<file path="src/rtl/tm_quad_pkg.sv">
package tm_quad_pkg;

  typedef enum logic [1:0] {
    ACT_RIGHT = 2'b00,
    ACT_LEFT  = 2'b01,
    ACT_PRINT = 2'b10,
    ACT_ERASE = 2'b11
  } act_e;

  localparam int STATE_W     = 3;
  localparam int ENTRY_W     = 2 + STATE_W;
  localparam int NUM_ENTRIES = 2 ** (STATE_W + 1);
  localparam int TABLE_W     = NUM_ENTRIES * ENTRY_W;

  localparam logic [STATE_W-1:0] ST_HALT = 3'd0;
  localparam logic [STATE_W-1:0] ST_Q1   = 3'd1;
  localparam logic [STATE_W-1:0] ST_Q2   = 3'd2;
  localparam logic [STATE_W-1:0] ST_Q3   = 3'd3;
  localparam logic [STATE_W-1:0] ST_Q4   = 3'd4;
  localparam logic [STATE_W-1:0] ST_Q5   = 3'd5;

  // Table slot for a (state, scanned symbol) pair.
  function automatic int slot(input logic [STATE_W-1:0] st, input logic sym);
    return int'({st, sym});
  endfunction

  function automatic logic [TABLE_W-1:0] put(input logic [TABLE_W-1:0] t,
                                             input logic [STATE_W-1:0] st,
                                             input logic sym, input act_e a,
                                             input logic [STATE_W-1:0] nxt);
    logic [TABLE_W-1:0] r;
    r = t;
    r[slot(st, sym)*ENTRY_W +: ENTRY_W] = {a, nxt};
    return r;
  endfunction

  // Unlisted slots default to all zero: move right, then halt.
  function automatic logic [TABLE_W-1:0] prog_table(input int sel);
    logic [TABLE_W-1:0] t;
    t = '0;
    t = put(t, ST_Q1, 1'b0, ACT_RIGHT, ST_HALT);
    t = put(t, ST_Q1, 1'b1, ACT_RIGHT, ST_Q2);
    t = put(t, ST_Q2, 1'b0, ACT_PRINT, ST_Q3);
    t = put(t, ST_Q2, 1'b1, ACT_RIGHT, ST_Q2);
    if (sel == 0) begin
      t = put(t, ST_Q3, 1'b0, ACT_LEFT,  ST_Q4);
      t = put(t, ST_Q3, 1'b1, ACT_RIGHT, ST_Q3);
      t = put(t, ST_Q4, 1'b0, ACT_LEFT,  ST_Q5);
      t = put(t, ST_Q4, 1'b1, ACT_ERASE, ST_Q4);
      t = put(t, ST_Q5, 1'b0, ACT_RIGHT, ST_HALT);
      t = put(t, ST_Q5, 1'b1, ACT_LEFT,  ST_Q5);
    end else begin
      t = put(t, ST_Q3, 1'b0, ACT_RIGHT, ST_Q4);
      t = put(t, ST_Q3, 1'b1, ACT_LEFT,  ST_Q3);
      t = put(t, ST_Q4, 1'b0, ACT_RIGHT, ST_HALT);
      t = put(t, ST_Q4, 1'b1, ACT_ERASE, ST_Q4);
    end
    return t;
  endfunction

endpackage

</file>
<file path="src/rtl/tm_prog_rom.sv">
module tm_prog_rom
  import tm_quad_pkg::*;
#(
  parameter int PROGRAM_SEL = 0
) (
  input  logic [STATE_W-1:0] cur_state,
  input  logic               scanned,
  output act_e               act,
  output logic [STATE_W-1:0] nxt_state
);

  localparam logic [TABLE_W-1:0] TABLE = prog_table(PROGRAM_SEL);

  logic [ENTRY_W-1:0] entries [NUM_ENTRIES];
  logic [ENTRY_W-1:0] picked;

  for (genvar e = 0; e < NUM_ENTRIES; e++) begin : g_entry
    assign entries[e] = TABLE[e*ENTRY_W +: ENTRY_W];
  end

  assign picked    = entries[{cur_state, scanned}];
  assign act       = act_e'(picked[ENTRY_W-1 -: 2]);
  assign nxt_state = picked[STATE_W-1:0];

endmodule

</file>
<file path="src/rtl/tm_tape.sv">
module tm_tape
  import tm_quad_pkg::*;
#(
  parameter  int TAPE_LEN = 64,
  localparam int HEAD_W   = $clog2(TAPE_LEN)
) (
  input  logic                clk,
  input  logic                rst_n,
  input  logic                load,
  input  logic [TAPE_LEN-1:0] load_tape,
  input  logic [HEAD_W-1:0]   load_head,
  input  logic                do_step,
  input  act_e                act,
  output logic [TAPE_LEN-1:0] tape,
  output logic [HEAD_W-1:0]   head,
  output logic                scanned,
  output logic                off_edge
);

  function automatic logic leaves_tape(input act_e a, input logic [HEAD_W-1:0] h);
    case (a)
      ACT_RIGHT: return h == HEAD_W'(TAPE_LEN - 1);
      ACT_LEFT:  return h == '0;
      default:   return 1'b0;
    endcase
  endfunction

  function automatic logic [HEAD_W-1:0] moved(input act_e a, input logic [HEAD_W-1:0] h);
    case (a)
      ACT_RIGHT: return h + 1'b1;
      ACT_LEFT:  return h - 1'b1;
      default:   return h;
    endcase
  endfunction

  logic cells [TAPE_LEN];
  logic apply;
  logic write_en;
  logic write_bit;

  assign scanned   = tape[head];
  assign off_edge  = leaves_tape(act, head);
  assign apply     = do_step && !off_edge;
  assign write_en  = apply && (act == ACT_PRINT || act == ACT_ERASE);
  assign write_bit = (act == ACT_PRINT);

  for (genvar c = 0; c < TAPE_LEN; c++) begin : g_cell
    always_ff @(posedge clk) begin
      if (!rst_n)                               cells[c] <= 1'b0;
      else if (load)                            cells[c] <= load_tape[c];
      else if (write_en && head == HEAD_W'(c))  cells[c] <= write_bit;
    end
    assign tape[c] = cells[c];
  end

  always_ff @(posedge clk) begin
    if (!rst_n)     head <= '0;
    else if (load)  head <= load_head;
    else if (apply) head <= moved(act, head);
  end

endmodule

</file>
<file path="src/rtl/tm_step_ctr.sv">
module tm_step_ctr #(
  parameter int CNT_W = 8
) (
  input  logic             clk,
  input  logic             rst_n,
  input  logic             clr,
  input  logic             inc,
  output logic [CNT_W-1:0] count
);

  function automatic logic [CNT_W-1:0] sat_inc(input logic [CNT_W-1:0] v);
    return (v == {CNT_W{1'b1}}) ? v : v + 1'b1;
  endfunction

  always_ff @(posedge clk) begin
    if (!rst_n)   count <= '0;
    else if (clr) count <= '0;
    else if (inc) count <= sat_inc(count);
  end

endmodule

</file>
<file path="src/rtl/tm_quad_engine.sv">
module tm_quad_engine
  import tm_quad_pkg::*;
#(
  parameter  int TAPE_LEN    = 64,
  parameter  int CNT_W       = 8,
  parameter  int PROGRAM_SEL = 0,
  localparam int HEAD_W      = $clog2(TAPE_LEN)
) (
  input  logic                clk,
  input  logic                rst_n,
  input  logic                start,
  input  logic [TAPE_LEN-1:0] load_tape,
  input  logic [HEAD_W-1:0]   load_head,
  input  logic [STATE_W-1:0]  load_state,
  input  logic                step_en,
  output logic [TAPE_LEN-1:0] tape,
  output logic [HEAD_W-1:0]   head,
  output logic [STATE_W-1:0]  state,
  output logic                halted,
  output logic                fault,
  output logic [CNT_W-1:0]    steps
);

  // Named internal events, observed by the bound checker.
  logic               scanned;
  logic               off_edge;
  act_e               act;
  logic [STATE_W-1:0] nxt_state;
  logic               ev_step;
  logic               ev_fault;

  assign ev_step  = step_en && !halted && !start;
  assign ev_fault = ev_step && off_edge;

  tm_prog_rom #(.PROGRAM_SEL(PROGRAM_SEL)) u_rom (
    .cur_state (state),
    .scanned   (scanned),
    .act       (act),
    .nxt_state (nxt_state)
  );

  tm_tape #(.TAPE_LEN(TAPE_LEN)) u_tape (
    .clk       (clk),
    .rst_n     (rst_n),
    .load      (start),
    .load_tape (load_tape),
    .load_head (load_head),
    .do_step   (ev_step),
    .act       (act),
    .tape      (tape),
    .head      (head),
    .scanned   (scanned),
    .off_edge  (off_edge)
  );

  tm_step_ctr #(.CNT_W(CNT_W)) u_ctr (
    .clk   (clk),
    .rst_n (rst_n),
    .clr   (start),
    .inc   (ev_step),
    .count (steps)
  );

  always_ff @(posedge clk) begin
    if (!rst_n) begin
      state  <= ST_HALT;
      halted <= 1'b1;
      fault  <= 1'b0;
    end else if (start) begin
      state  <= load_state;
      halted <= (load_state == ST_HALT);
      fault  <= 1'b0;
    end else if (ev_fault) begin
      halted <= 1'b1;
      fault  <= 1'b1;
    end else if (ev_step) begin
      state <= nxt_state;
      if (nxt_state == ST_HALT) halted <= 1'b1;
    end
  end

endmodule

</file>
<file path="config.mk">
export PLATFORM = sky130hd
export DESIGN_NAME = tm_quad_engine
export DESIGN_NICKNAME = d
export VERILOG_FILES = /design/src/rtl/tm_quad_pkg.sv /design/src/rtl/tm_prog_rom.sv /design/src/rtl/tm_tape.sv /design/src/rtl/tm_step_ctr.sv /design/src/rtl/tm_quad_engine.sv
export SDC_FILE = /design/constraint.sdc
export NUM_CORES = 1
export LEC_CHECK = 0
export BUFFER_PORTS_ARGS = -buffer_cell sky130_fd_sc_hd__buf_2
export CAP_MARGIN = 20
export CORE_MARGIN = 10
export CORE_UTILIZATION = 51
export CTS_CLUSTER_DIAMETER = 100
export DETAILED_ROUTE_END_ITERATION = 8
export GPL_TIMING_DRIVEN = 0
export PLACE_DENSITY = 0.85
export SETUP_SLACK_MARGIN = 0.2
export SLEW_MARGIN = 20
export SYNTH_ARGS = -nofsm -noshare
export SYNTH_HDL_FRONTEND = slang
export SYNTH_SLANG_ARGS = --single-unit
</file>
<file path="constraint.sdc">
create_clock -name clk -period 4.01 [get_ports clk]
set_input_delay 0.401 -clock clk [delete_from_list [all_inputs] [get_ports clk]]
set_output_delay 0.401 -clock clk [all_outputs]
set_load 0.01 [all_outputs]
</file>
==> summary.md <==
| Metric | Value |
|---|---|
| Utilization after layout | `approximately two thirds` |
| Row count | `35` |
| Net Switching | `roughly 0.00066 W` |
| GR peak layer | `met2` |
| Clk slew on worst S/H paths | `0.09 ns` |
| CTS buffer count | `9` |
| CP arrival | `3.95 ns` |
| Worst hold path type | `input pin to register` |
| Tmin final | `about 3.7 ns` |
| Nets | `811` |
| Largest net degree at the start of global routing | `16` |
| VDD IR max | `194.2 uV` |
| Clk network pwr share | `approximately 30%` |
| DRT antenna net count | `0` |
| IO Count | `160` |
| Critical Path Max Stage Delay | `between 0.5 and 0.6 ns` |
| CP cell instances | `buf_12, buf_8, mux2i_1, a22oi_2, nand2_1, o22ai_2, nor2_1, a21o_1, inv_1, ha_1, nor4b_1, a31oi_1, or4_1, a21oi_1, xnor2_1, nand2_1, o211a_1` |
| Cts hold-fix bufs | `0` |
| Dpl hpwl | `roughly 15000 um` |
| F_max | `around 270 MHz` |
| Fillers | `821` |
| Critical-path top delay cell | `or4_1` |
| Max FO, Critical Path | `10` |
| Die area | `about 14000 um^2` |
| First-pass GRT wire length | `between 20000 and 30000 um` |
| Top FF cell, synth | `edfxtp_1` |
| Mapped Nets | `between 600 and 700` |
| Total chip power | `between 0.002 and 0.0025 W` |
| Total wire length | `approximately 19000 um` |
| Fin crit share | `approximately 92%` |
| Sequential fraction of design power | `roughly half` |
| GR met1 Demand/Resource | `32.06%` |
| Relative slew slack | `between 40% and 50%` |
| Met3 Track Usage GR | `between 6 and 7%` |
| Routing usage on met2 | `41.11%` |
| Final setup viols | `0` |
| Seq cells post-synth | `83` |
| Post-synth EDFFs | `between 60 and 70` |
| Layout area overhead | `26.04%` |
| Core footprint | `approximately 9400 um^2` |
| Max-Cap Viols | `0` |
| Sw frac | `a little under a third` |
| Post-synthesis mux area share | `roughly 7.6%` |
| GRT Total Usage | `around 25%` |
| CTS tree | `built` |
| ANT cells | `0` |
| Static Leak | `2.527 nW` |
| Simple-Gate Fraction of Synth Area | `17.65%` |
| Setup Skew | `roughly 0.023 ns` |
| Layout cells sized above 1 | `29.04%` |
| Slew Viols, Final | `0` |
| Post-synth cell types | `47` |
| Routed via count | `approximately 5300` |
| Routability cong. | `between 0.9 and 1` |
| Complex-gate fraction of the synthesized area | `around a fifth` |
| Most numerous cell on the critical path | `nand2_1` |
| Initial antenna violation count | `0` |
| CTS Buffer Depth | `2` |
| FFs w/ async S/R, synth | `0%` |
| CP required | `4.26 ns` |
| Clk_lat worst skew | `0.36 ns` |
| WL/cell | `~22 um` |
| Synth Area in Adders | `under 10%` |
| Synth Area in XOR/XNOR | `1.408%` |
| Int Pwr | `between 0.001 and 0.0015 W` |
| Startpoint types | `register` |
| Ranking of synthesized cells by area | `edfxtp_1 38%, o21ai_0 13%, dfxtp_1 8.0%` |
| Fin. Hold Viols | `0` |
| Syn_area_per_cell | `around 9 um^2` |
| RSZ-0062 raised after global routing | `true` |
| Largest area contributor in the netlist | `edfxtp_1` |
| Residual DRC | `0` |
| Avg Vias per Cell | `around 6` |
| Kind of critical path | `register to register` |
| Commonest cells after routing, fill and taps aside | `161 x buf_2, 127 x o21ai_0, 94 x nand2_1, 63 x edfxtp_1, 35 x mux2i_1` |
| Synth Warn # | `0` |
| Die W | `~120 um` |
| PD cells | `around 340 nW/um^2` |
| Die Y | `118.8 um` |
| Yosys top cell area share | `between 30% and 40%` |
| Status | `complete, no violations` |
| Pre-antenna DRT Iters | `6` |
| Synth Cell Area | `between 4000 and 5000 um^2` |
| Sequential area share after synthesis | `between 40% and 50%` |
| Post-Synthesis Cells | `approximately 550` |
| Vias in the first global route | `roughly 5200` |
| Initial Utilization | `53.11%` |
| PortBufs | `159` |
| Slew at the pin closest to its max-slew limit | `about 0.86 ns` |
| Worst Hold Margin | `0.2665 ns` |
| Initial DRC count | `approximately 770` |
| Root buf cell | `clkbuf_8` |
| Comb pwr share | `~22%` |
| TritonCTS sink count | `between 80 and 90` |
| Remaining Overflow, GRT | `0` |
| Commonest non-fill, non-tap cell in the layout | `buf_2` |
| Largest family of logic cells by synthesized area | `compound AO/OA/AOI/OAI gates` |
| Crit path capture type | `register` |
| H-tree lvl count | `3` |
==> final cells by class <==
type,instances,area [um^2],share of cell area [%]
inverters,5,18.77,0.2992
flip-flops and latches,83,2295,36.58
clock buffers,9,123.9,1.974
repair buffers,161,810.8,12.92
plain buffers,42,210.2,3.351
clock inverters,7,72.57,1.157
multi-input cells,423,2581,41.14
well taps,129,161.4,2.573
==> final timing paths <==
kind | from | end | slack, ns | cells past startpoint
max reg2reg | u_tape.head[1]$_SDFFE_PN0P_ | u_tape.head[3]$_SDFFE_PN0P_ | 0.31 | 17
max | u_tape.head[1]$_SDFFE_PN0P_ | u_tape.head[3]$_SDFFE_PN0P_ | 0.31 | 17
min | load_head[2] | u_tape.head[2]$_SDFFE_PN0P_ | 0.27 | 2
min reg2reg | fault$_SDFFE_PP0P_ | fault$_SDFFE_PP0P_ | 0.48 | 2
==> cell families (layout without fill, tap and decap cells) <==
group	after synthesis	count (layout)
buffers and inverters	47	224
multiplexers	37	37
XOR/XNOR	8	8
AO/OA/AOI/OAI	181	181
flip-flops	83	83
adder cells (fa/ha/maj)	9	9
AND/OR/NAND/NOR	188	188
==> per-layer routing <==
metal  vias to the layer above  wire length, um
met5                         -                0
met4                         0              413
met3                        40             2340
met2                       376             8949
met1                      2487             7134
li1                       2378                -
==> critical path: cells and delay by family, from the launching register on <==
family	cells	cell delay, ns
DFF	1	0.39
xor gates and xnor gates	1	0.14
and+or+nand+nor	5	1.17
adders and majority gates	1	0.20
buffers and inverters	3	0.44
muxes	1	0.29
AOI/OAI and AO/OA	6	0.94
==> synth_stat cells, types with 2 or more instances <==
cell and number:
a21oi_1 4, a22oi_1 19, a32o_1 7, and2_1 7, and3_1 4, buf_2 4, clkbuf_1 37, dfxtp_1 20
edfxtp_1 63, ha_1 9, inv_1 5, mux2i_1 35, nand2_1 94, nand2b_1 5, nand3_1 12, nand3b_1 4
nand4_1 10, nor2_1 24, nor2b_1 7, nor3_1 6, nor3b_1 3, nor4b_1 2, o211a_1 5, o211ai_1 2
o21a_1 2, o21ai_0 129, o22ai_1 2, o31ai_1 2, or3_1 6, xnor2_1 3, xor2_1 5
==> power by group through the flow <==
stage / Combinational, W / Sequential [W] / Clock (W)
after global placement: 0.000425 / 0.00104 / 0
after global routing: 0.000500 / 0.00104 / 0.000658
after floorplan: 0.000215 / 0.00107 / 0
after detailed placement: 0.000436 / 0.00105 / 0
after CTS: 0.000446 / 0.00103 / 0.000622
final: 0.000465 / 0.00103 / 0.000630
==> timing repair <==
item                       4_1_cts  5_1_grt
setup buffers                    2        0
setup endpoints to repair      138      102
pin swaps                        1        1
gates resized for setup         18       28
==> registers in the layout, indices dropped and copies added, names as in the netlist <==
register and count:
state 3, u_ctr.count 8, u_tape.cells 64, halted 1
fault 1, u_tape.head 6
==> through the flow <==
step | cell area, um^2 | std cells | TNS, ns | worst slack, ns
floorplan | 4977 | 553 | 0 | 0.5271
global placement | 5934 | 841 | -12.93 | -0.2701
detailed placement | 5934 | 841 | -25.24 | -0.4174
CTS | 6196 | 859 | 0 | 0.2419
global route | 6274 | 859 | 0 | 0.1434
finish | 6274 | 859 | 0 | 0.3056
(Power assumes the default switching activity.)
